### config.mk
export PLATFORM = sky130hd
export DESIGN_NAME = spi_mode_master
export DESIGN_NICKNAME = d
export VERILOG_FILES = /design/src/rtl/spim_pkg.sv /design/src/rtl/spim_cfg_reg.sv /design/src/rtl/spim_tick_gen.sv /design/src/rtl/spim_sync.sv /design/src/rtl/spi_mode_master.sv
export SDC_FILE = /design/constraint.sdc
export NUM_CORES = 1
export LEC_CHECK = 0
export BUFFER_PORTS_ARGS = -buffer_cell sky130_fd_sc_hd__buf_2
export CELL_PAD_IN_SITES_DETAIL_PLACEMENT = 1
export CELL_PAD_IN_SITES_GLOBAL_PLACEMENT = 2
export CORE_UTILIZATION = 35
export CTS_CLUSTER_DIAMETER = 80
export CTS_CLUSTER_SIZE = 25
export DETAILED_ROUTE_END_ITERATION = 12
export MAX_ROUTING_LAYER = met4
export PLACE_DENSITY = 0.78
export SLEW_MARGIN = 15
export SYNTH_ARGS = -nofsm -noshare
export SYNTH_HDL_FRONTEND = slang
export SYNTH_SLANG_ARGS = --single-unit
export TNS_END_PERCENT = 30
### constraint.sdc
create_clock -name clk -period 3.18 [get_ports clk]
set_input_delay 0.636 -clock clk [delete_from_list [all_inputs] [get_ports clk]]
set_output_delay 0.636 -clock clk [all_outputs]
set_load 0.03 [all_outputs]
### src/rtl/spim_pkg.sv
package spim_pkg;
  localparam int DIV_W        = 8;
  localparam int FRAME_MAX    = 16;
  localparam int FRAME_NARROW = 8;

  typedef enum logic [1:0] {
    ST_IDLE  = 2'd0,
    ST_RUN   = 2'd1,
    ST_DRAIN = 2'd2
  } spim_state_e;

  typedef struct packed {
    logic             pol;
    logic             pha;
    logic             wide;
    logic             late;
    logic [DIV_W-1:0] div;
  } spim_cfg_t;
endpackage

### src/rtl/spim_cfg_reg.sv
module spim_cfg_reg
  import spim_pkg::*;
(
  input  logic             clk,
  input  logic             rst_n,
  input  logic             wr,
  input  logic             en_in,
  input  logic             pol_in,
  input  logic             phase_in,
  input  logic             alt_in,
  input  logic             wide_in,
  input  logic             late_in,
  input  logic [DIV_W-1:0] div_in,
  output logic             en,
  output spim_cfg_t        cfg
);
  logic      en_d;
  spim_cfg_t cfg_d;

  always_comb begin
    en_d  = en;
    cfg_d = cfg;
    if (wr) begin
      en_d = en_in;
      if (!en) begin
        cfg_d.pol  = pol_in;
        cfg_d.pha  = alt_in ? ~phase_in : phase_in;
        cfg_d.wide = wide_in;
        cfg_d.late = late_in;
        cfg_d.div  = div_in;
      end
    end
  end

  always_ff @(posedge clk or negedge rst_n) begin
    if (!rst_n) begin
      en  <= 1'b0;
      cfg <= '0;
    end else if (wr) begin
      en  <= en_d;
      cfg <= cfg_d;
    end
  end

  // mode fields are frozen while enabled
  assert_mode_locked_R7: assert property (@(posedge clk) disable iff (!rst_n)
    en |=> $stable(cfg));
endmodule

### src/rtl/spim_tick_gen.sv
module spim_tick_gen #(
  parameter int DIV_W = 8
) (
  input  logic             clk,
  input  logic             rst_n,
  input  logic             run,
  input  logic [DIV_W-1:0] div,
  output logic             tick
);
  logic [DIV_W-1:0] cnt, cnt_d;

  assign tick = run && (cnt == div);

  always_comb begin
    if (!run || tick) cnt_d = '0;
    else              cnt_d = cnt + DIV_W'(1);
  end

  always_ff @(posedge clk or negedge rst_n) begin
    if (!rst_n) cnt <= '0;
    else        cnt <= cnt_d;
  end
endmodule

### src/rtl/spim_sync.sv
module spim_sync #(
  parameter int STAGES = 2
) (
  input  logic clk,
  input  logic rst_n,
  input  logic d,
  output logic q
);
  logic [STAGES-1:0] sr;

  always_ff @(posedge clk or negedge rst_n) begin
    if (!rst_n) sr <= '0;
    else        sr <= {sr[STAGES-2:0], d};
  end

  assign q = sr[STAGES-1];
endmodule

### src/rtl/spi_mode_master.sv
module spi_mode_master
  import spim_pkg::*;
#(
  parameter int SYNC_STAGES = 2
) (
  input  logic                 clk,
  input  logic                 rst_n,
  input  logic                 cfg_we,
  input  logic                 cfg_en,
  input  logic                 cfg_pol,
  input  logic                 cfg_phase,
  input  logic                 cfg_alt,
  input  logic                 cfg_wide,
  input  logic                 cfg_late,
  input  logic [DIV_W-1:0]     cfg_div,
  input  logic                 start,
  input  logic [FRAME_MAX-1:0] tx_data,
  output logic                 busy,
  output logic                 done,
  output logic [FRAME_MAX-1:0] rx_data,
  output logic                 sck,
  output logic                 mosi,
  input  logic                 miso,
  output logic                 cs_n
);
  localparam int TCNT_W = $clog2(2 * FRAME_MAX + 2);
  localparam int DR_W   = (SYNC_STAGES > 2) ? $clog2(SYNC_STAGES) : 1;
  localparam int PAD    = FRAME_MAX - FRAME_NARROW;

  logic      en;
  spim_cfg_t cfg;
  logic      tick, miso_s;

  spim_state_e            state, state_d;
  logic [TCNT_W-1:0]      tcnt, tcnt_d, t_next, n_bits, last_edge, offs;
  logic                   tgl, tgl_d, cs_q, cs_d, mosi_q, mosi_d, done_q, done_d;
  logic [FRAME_MAX-1:0]   txsr, txsr_d, rxsr, rxsr_d, aligned;
  logic [SYNC_STAGES-1:0] spl, spl_d;
  logic [DR_W-1:0]        dr, dr_d;
  logic                   accept, sample_hit, launch_hit, sample_now;

  spim_cfg_reg u_cfg (
    .clk(clk), .rst_n(rst_n), .wr(cfg_we), .en_in(cfg_en), .pol_in(cfg_pol),
    .phase_in(cfg_phase), .alt_in(cfg_alt), .wide_in(cfg_wide),
    .late_in(cfg_late), .div_in(cfg_div), .en(en), .cfg(cfg)
  );

  spim_tick_gen #(.DIV_W(DIV_W)) u_tick (
    .clk(clk), .rst_n(rst_n), .run(state == ST_RUN), .div(cfg.div), .tick(tick)
  );

  spim_sync #(.STAGES(SYNC_STAGES)) u_sync (
    .clk(clk), .rst_n(rst_n), .d(miso), .q(miso_s)
  );

  // edge numbering: tick t (1-based) toggles SCK for t <= 2N, releases cs at 2N+1
  always_comb begin
    n_bits     = cfg.wide ? TCNT_W'(FRAME_MAX) : TCNT_W'(FRAME_NARROW);
    last_edge  = n_bits << 1;
    t_next     = tcnt + TCNT_W'(1);
    offs       = TCNT_W'(cfg.pha) + TCNT_W'(cfg.late);
    sample_hit = (t_next >= TCNT_W'(1) + offs) &&
                 (t_next <= last_edge - TCNT_W'(1) + offs) &&
                 (t_next[0] ^ cfg.pha ^ cfg.late);
    launch_hit = (t_next < last_edge) && (cfg.pha ? t_next[0] : !t_next[0]);
    aligned    = cfg.wide ? tx_data : (tx_data << PAD);
  end

  assign accept     = (state == ST_IDLE) && start && en;
  assign sample_now = (state == ST_RUN) && tick && sample_hit;

  always_comb begin
    state_d = state;
    tcnt_d  = tcnt;
    tgl_d   = tgl;
    cs_d    = cs_q;
    mosi_d  = mosi_q;
    txsr_d  = txsr;
    rxsr_d  = rxsr;
    dr_d    = dr;
    done_d  = 1'b0;
    // sample strobe delayed to line up with the synchronizer output
    spl_d   = {spl[SYNC_STAGES-2:0], sample_now};
    if (spl[SYNC_STAGES-1]) rxsr_d = {rxsr[FRAME_MAX-2:0], miso_s};
    case (state)
      ST_IDLE: begin
        if (accept) begin
          state_d = ST_RUN;
          tcnt_d  = '0;
          tgl_d   = 1'b0;
          cs_d    = 1'b0;
          rxsr_d  = '0;
          txsr_d  = aligned;
          if (!cfg.pha) begin
            mosi_d = aligned[FRAME_MAX-1];
            txsr_d = aligned << 1;
          end
        end
      end
      ST_RUN: begin
        if (tick) begin
          tcnt_d = t_next;
          if (t_next <= last_edge) tgl_d = ~tgl;
          if (launch_hit) begin
            mosi_d = txsr[FRAME_MAX-1];
            txsr_d = txsr << 1;
          end
          if (t_next == last_edge + TCNT_W'(1)) begin
            cs_d    = 1'b1;
            state_d = ST_DRAIN;
            dr_d    = '0;
          end
        end
      end
      ST_DRAIN: begin
        if (dr == DR_W'(SYNC_STAGES - 1)) begin
          done_d  = 1'b1;
          state_d = ST_IDLE;
        end else begin
          dr_d = dr + DR_W'(1);
        end
      end
      default: state_d = ST_IDLE;
    endcase
  end

  always_ff @(posedge clk or negedge rst_n) begin
    if (!rst_n) begin
      state  <= ST_IDLE;
      tcnt   <= '0;
      tgl    <= 1'b0;
      cs_q   <= 1'b1;
      mosi_q <= 1'b0;
      txsr   <= '0;
      rxsr   <= '0;
      spl    <= '0;
      dr     <= '0;
      done_q <= 1'b0;
    end else begin
      state  <= state_d;
      tcnt   <= tcnt_d;
      tgl    <= tgl_d;
      cs_q   <= cs_d;
      mosi_q <= mosi_d;
      txsr   <= txsr_d;
      rxsr   <= rxsr_d;
      spl    <= spl_d;
      dr     <= dr_d;
      done_q <= done_d;
    end
  end

  assign busy    = (state != ST_IDLE);
  assign done    = done_q;
  assign rx_data = rxsr;
  assign cs_n    = cs_q;
  assign mosi    = mosi_q;
  assign sck     = cfg.pol ^ tgl;

  assert_idle_level_R1: assert property (@(posedge clk) disable iff (!rst_n)
    cs_n |-> (sck == cfg.pol));

  assert_start_gate_R9: assert property (@(posedge clk) disable iff (!rst_n)
    $rose(busy) |-> $past(start && en));

  assert_done_pulse_R10: assert property (@(posedge clk) disable iff (!rst_n)
    done |=> !done);

  assert_select_idle_R10: assert property (@(posedge clk) disable iff (!rst_n)
    !busy |-> cs_n);
endmodule

==> results.json <==
{
  "status": "completed",
  "ys_top_cells_by_area": "dfrtp_1 47%, mux2i_1 7.3%, mux2_2 7.0%",
  "hold_path.class": "flip-flop to flip-flop",
  "wl_mm": 8.33,
  "synthDistinctLibCells": 40,
  "antenna_found_initial": 0,
  "async_flop_share": 1.00,
  "cts.sinks": 70,
  "yosysMostFrequentCell": "dfrtp_1",
  "p_int_mw": 2.19,
  "power_per_cell_area_nw_per_um2": 822,
  "power.share.sequential": 0.391,
  "die_x_um": 105,
  "layout_min_cycle_time_ns": 2.84,
  "cts_setup_buffers": 0,
  "ios": 56,
  "die_h_um": 105,
  "path_class": "flip-flop to flip-flop",
  "dp_cells": 526,
  "slew_headroom": 0.376,
  "final_cells": 542,
  "drv_slew": 0,
  "grt_max_degree": 71,
  "drive_gt1_frac": 0.259,
  "cpPeakStageDelay_ns": 0.52,
  "core-area_um2": 10300,
  "reg2reg_slack_ns": 0.34,
  "cts_root_buf": "clkbuf_8",
  "dr.pass1.iters": 4,
  "clkTransAtPathRegs_ns": 0.07,
  "drv_cap": 0,
  "hold_depth": 0,
  "rsz0062_at_grt": "false",
  "avgSynthCellArea_um2": 10.8,
  "cts_inserted_buffers": 9,
  "switching_share": 0.384,
  "syn_nets": 394,
  "path_max_fanout": 15,
  "finalSetupViolCount": 0,
  "required_ns": 3.40,
  "cp.arrival_ns": 3.06,
  "io_buffers": 55,
  "r2r_end": "txsr[4]",
  "power_leakage_nw": 2.11,
  "grt_pass1_vias": 2954,
  "grt_pass1_wl_mm": 14.3,
  "syn_inst": 342,
  "fin_setup_tns_ns": 0,
  "hold_viol_final": 0,
  "clock.fmax_mhz": 352,
  "syn_area_um2": 3690,
  "fin_util": 0.422,
  "postRouteAntennaNets": 0,
  "combPwrFrac": 0.392,
  "cpMaxStageDelayCell": "a41oi_2",
  "dieArea_um2": 11000,
  "wl_per_cell_um": 15.4,
  "htreeDepth": 3,
  "synth-seq-area-share": 0.475,
  "via_per_inst": 4.95,
  "critPathLaunchType": "flip-flop",
  "period_share": 0.892,
  "synthTopCellsByCount": "69 x dfrtp_1, 31 x nor2_1, 27 x mux2i_1",
  "overflow": 0,
  "synth-seq-cells": 70,
  "worst_pin_slew_ns": 0.936,
  "skew_ns": 0.0118,
  "clock_latency_ns": 0.34,
  "total_power_mw": 3.56,
  "worstPathCellList": "ha_1, nand3_1, xor2_1, ha_1, inv_1, a21oi_1, a41oi_2, mux2_1",
  "core.rowCount": 37,
  "yosysTopAreaCell": "dfrtp_1",
  "endpoint_kind": "flip-flop",
  "layout.nets": 453,
  "worst-path-buf-inv": 1,
  "synth_edf_count": 0,
  "r2r_cells": 8,
  "synthToLayoutAreaGrowth_pct": 17.5,
  "worstHoldStart": "spl[0]",
  "grtUsageTotal": 0.171,
  "cts_tree": "yes",
  "cpMostUsedCell": "ha_1",
  "cts-hold-fix-buffers": 0,
  "gp_congestion": 0.749,
  "yosysTopAreaCellShare": 0.468,
  "drc_errors": 0,
  "ys.flop_type": "dfrtp_1",
  "diodes": 0,
  "critical_path.top_delay_family": "compound AO/OA/AOI/OAI gates",
  "yosysWarnings": 0,
  "min_to": "spl[1]",
  "r2r_start": "tcnt[0]",
  "cts_buffer_depth": 2,
  "pwr-share-clk": 0.217,
  "p_switching_mw": 1.37,
  "drt-initial-drc-count": 75,
  "startpoint": "tcnt[0]",
  "hpwl_mm": 6.01,
  "vias": 2682,
  "vdd_drop_max_mv": 0.305,
  "post_cts_resized": 0,
  "initial_core_util": 0.359
}
## power by group through the flow
stage | Clock (mW) | Sequential, mW | Combinational, mW
finish | 0.773 | 1.39 | 1.40
global route | 0.846 | 1.44 | 1.56
CTS | 0.812 | 1.40 | 1.42
detailed placement | 0 | 1.41 | 1.41
global placement | 0 | 1.40 | 1.38
floorplan | 0 | 1.52 | 0.879
## cells in the final DEF (no fill, tap or decap), drive strengths merged, types with 2 or more instances in the layout
master and n:
a211oi 8, a21o 3, a21oi 13, a31oi 2, and2 5, and3 6
buf 63, bufinv 2, clkbuf 10, clkinv 3, dfrtp 69, ha 17
inv 17, mux2 32, mux2i 27, nand2 16, nand3 18, nand4 2
nor2 31, nor2b 5, o21a 2, o21ai 18, xnor2 11, xor2 12
## layer usage
metal	routed length, um	global-route usage	vias up
li1	-	-	1306
met1	3720	0.198	1322
met2	4220	0.300	45
met3	289	0.0299	9
met4	106	0.0543	0
met5	0	-	-
## worst max path at each step
stage | to | cells after the start | slack, ns
global placement | txsr[14] | 7 | 0.42
finish | txsr[4] | 8 | 0.34
CTS | txsr[4] | 7 | 0.32
detailed placement | txsr[4] | 7 | 0.32
floorplan | txsr[13] | 8 | 0.80
global route | txsr[2] | 8 | 0.05
## area by class of cell
class | count | area, um2
fillers | 1188 | 5940
inverters | 17 | 63.8
flip-flops and latches | 70 | 1750
clock buffers | 10 | 128
clock inverters | 6 | 86.3
repair buffers | 63 | 335
well taps | 136 | 170
multi-input cells | 240 | 1800
## sequential cells by signal (all words and copies together), names as in the netlist
name and flops:
txsr 16, tcnt 6, u_tick.cnt 8, done 1, u_cfg.en 1, tgl 1, dr 1, rx_data 16
spl 2, u_sync.sr 2, cs_n 1, state 2, u_cfg.cfg 12, mosi 1
## logic make-up after synthesis
family / count (synthesis) / synth area share
AOI/OAI and AO/OA: 54 / 0.0940
xor gates and xnor gates: 23 / 0.0546
adders and majority gates: 17 / 0.0577
buffers and inverters: 32 / 0.0373
DFF: 70 / 0.475
muxes: 59 / 0.171
and+or+nand+nor: 87 / 0.110
## through the flow
stage	hold WS, ns	area (um2)	worst slack, ns
2_1_floorplan	0.331	3690	0.802
5_1_grt	0.370	4330	0.0474
3_5_place_dp	0.340	4120	0.325
6_report	0.354	4330	0.342
4_1_cts	0.357	4330	0.325
3_3_place_gp	0.336	4120	0.421
Note: power is estimated with default switching activity, not from simulation.
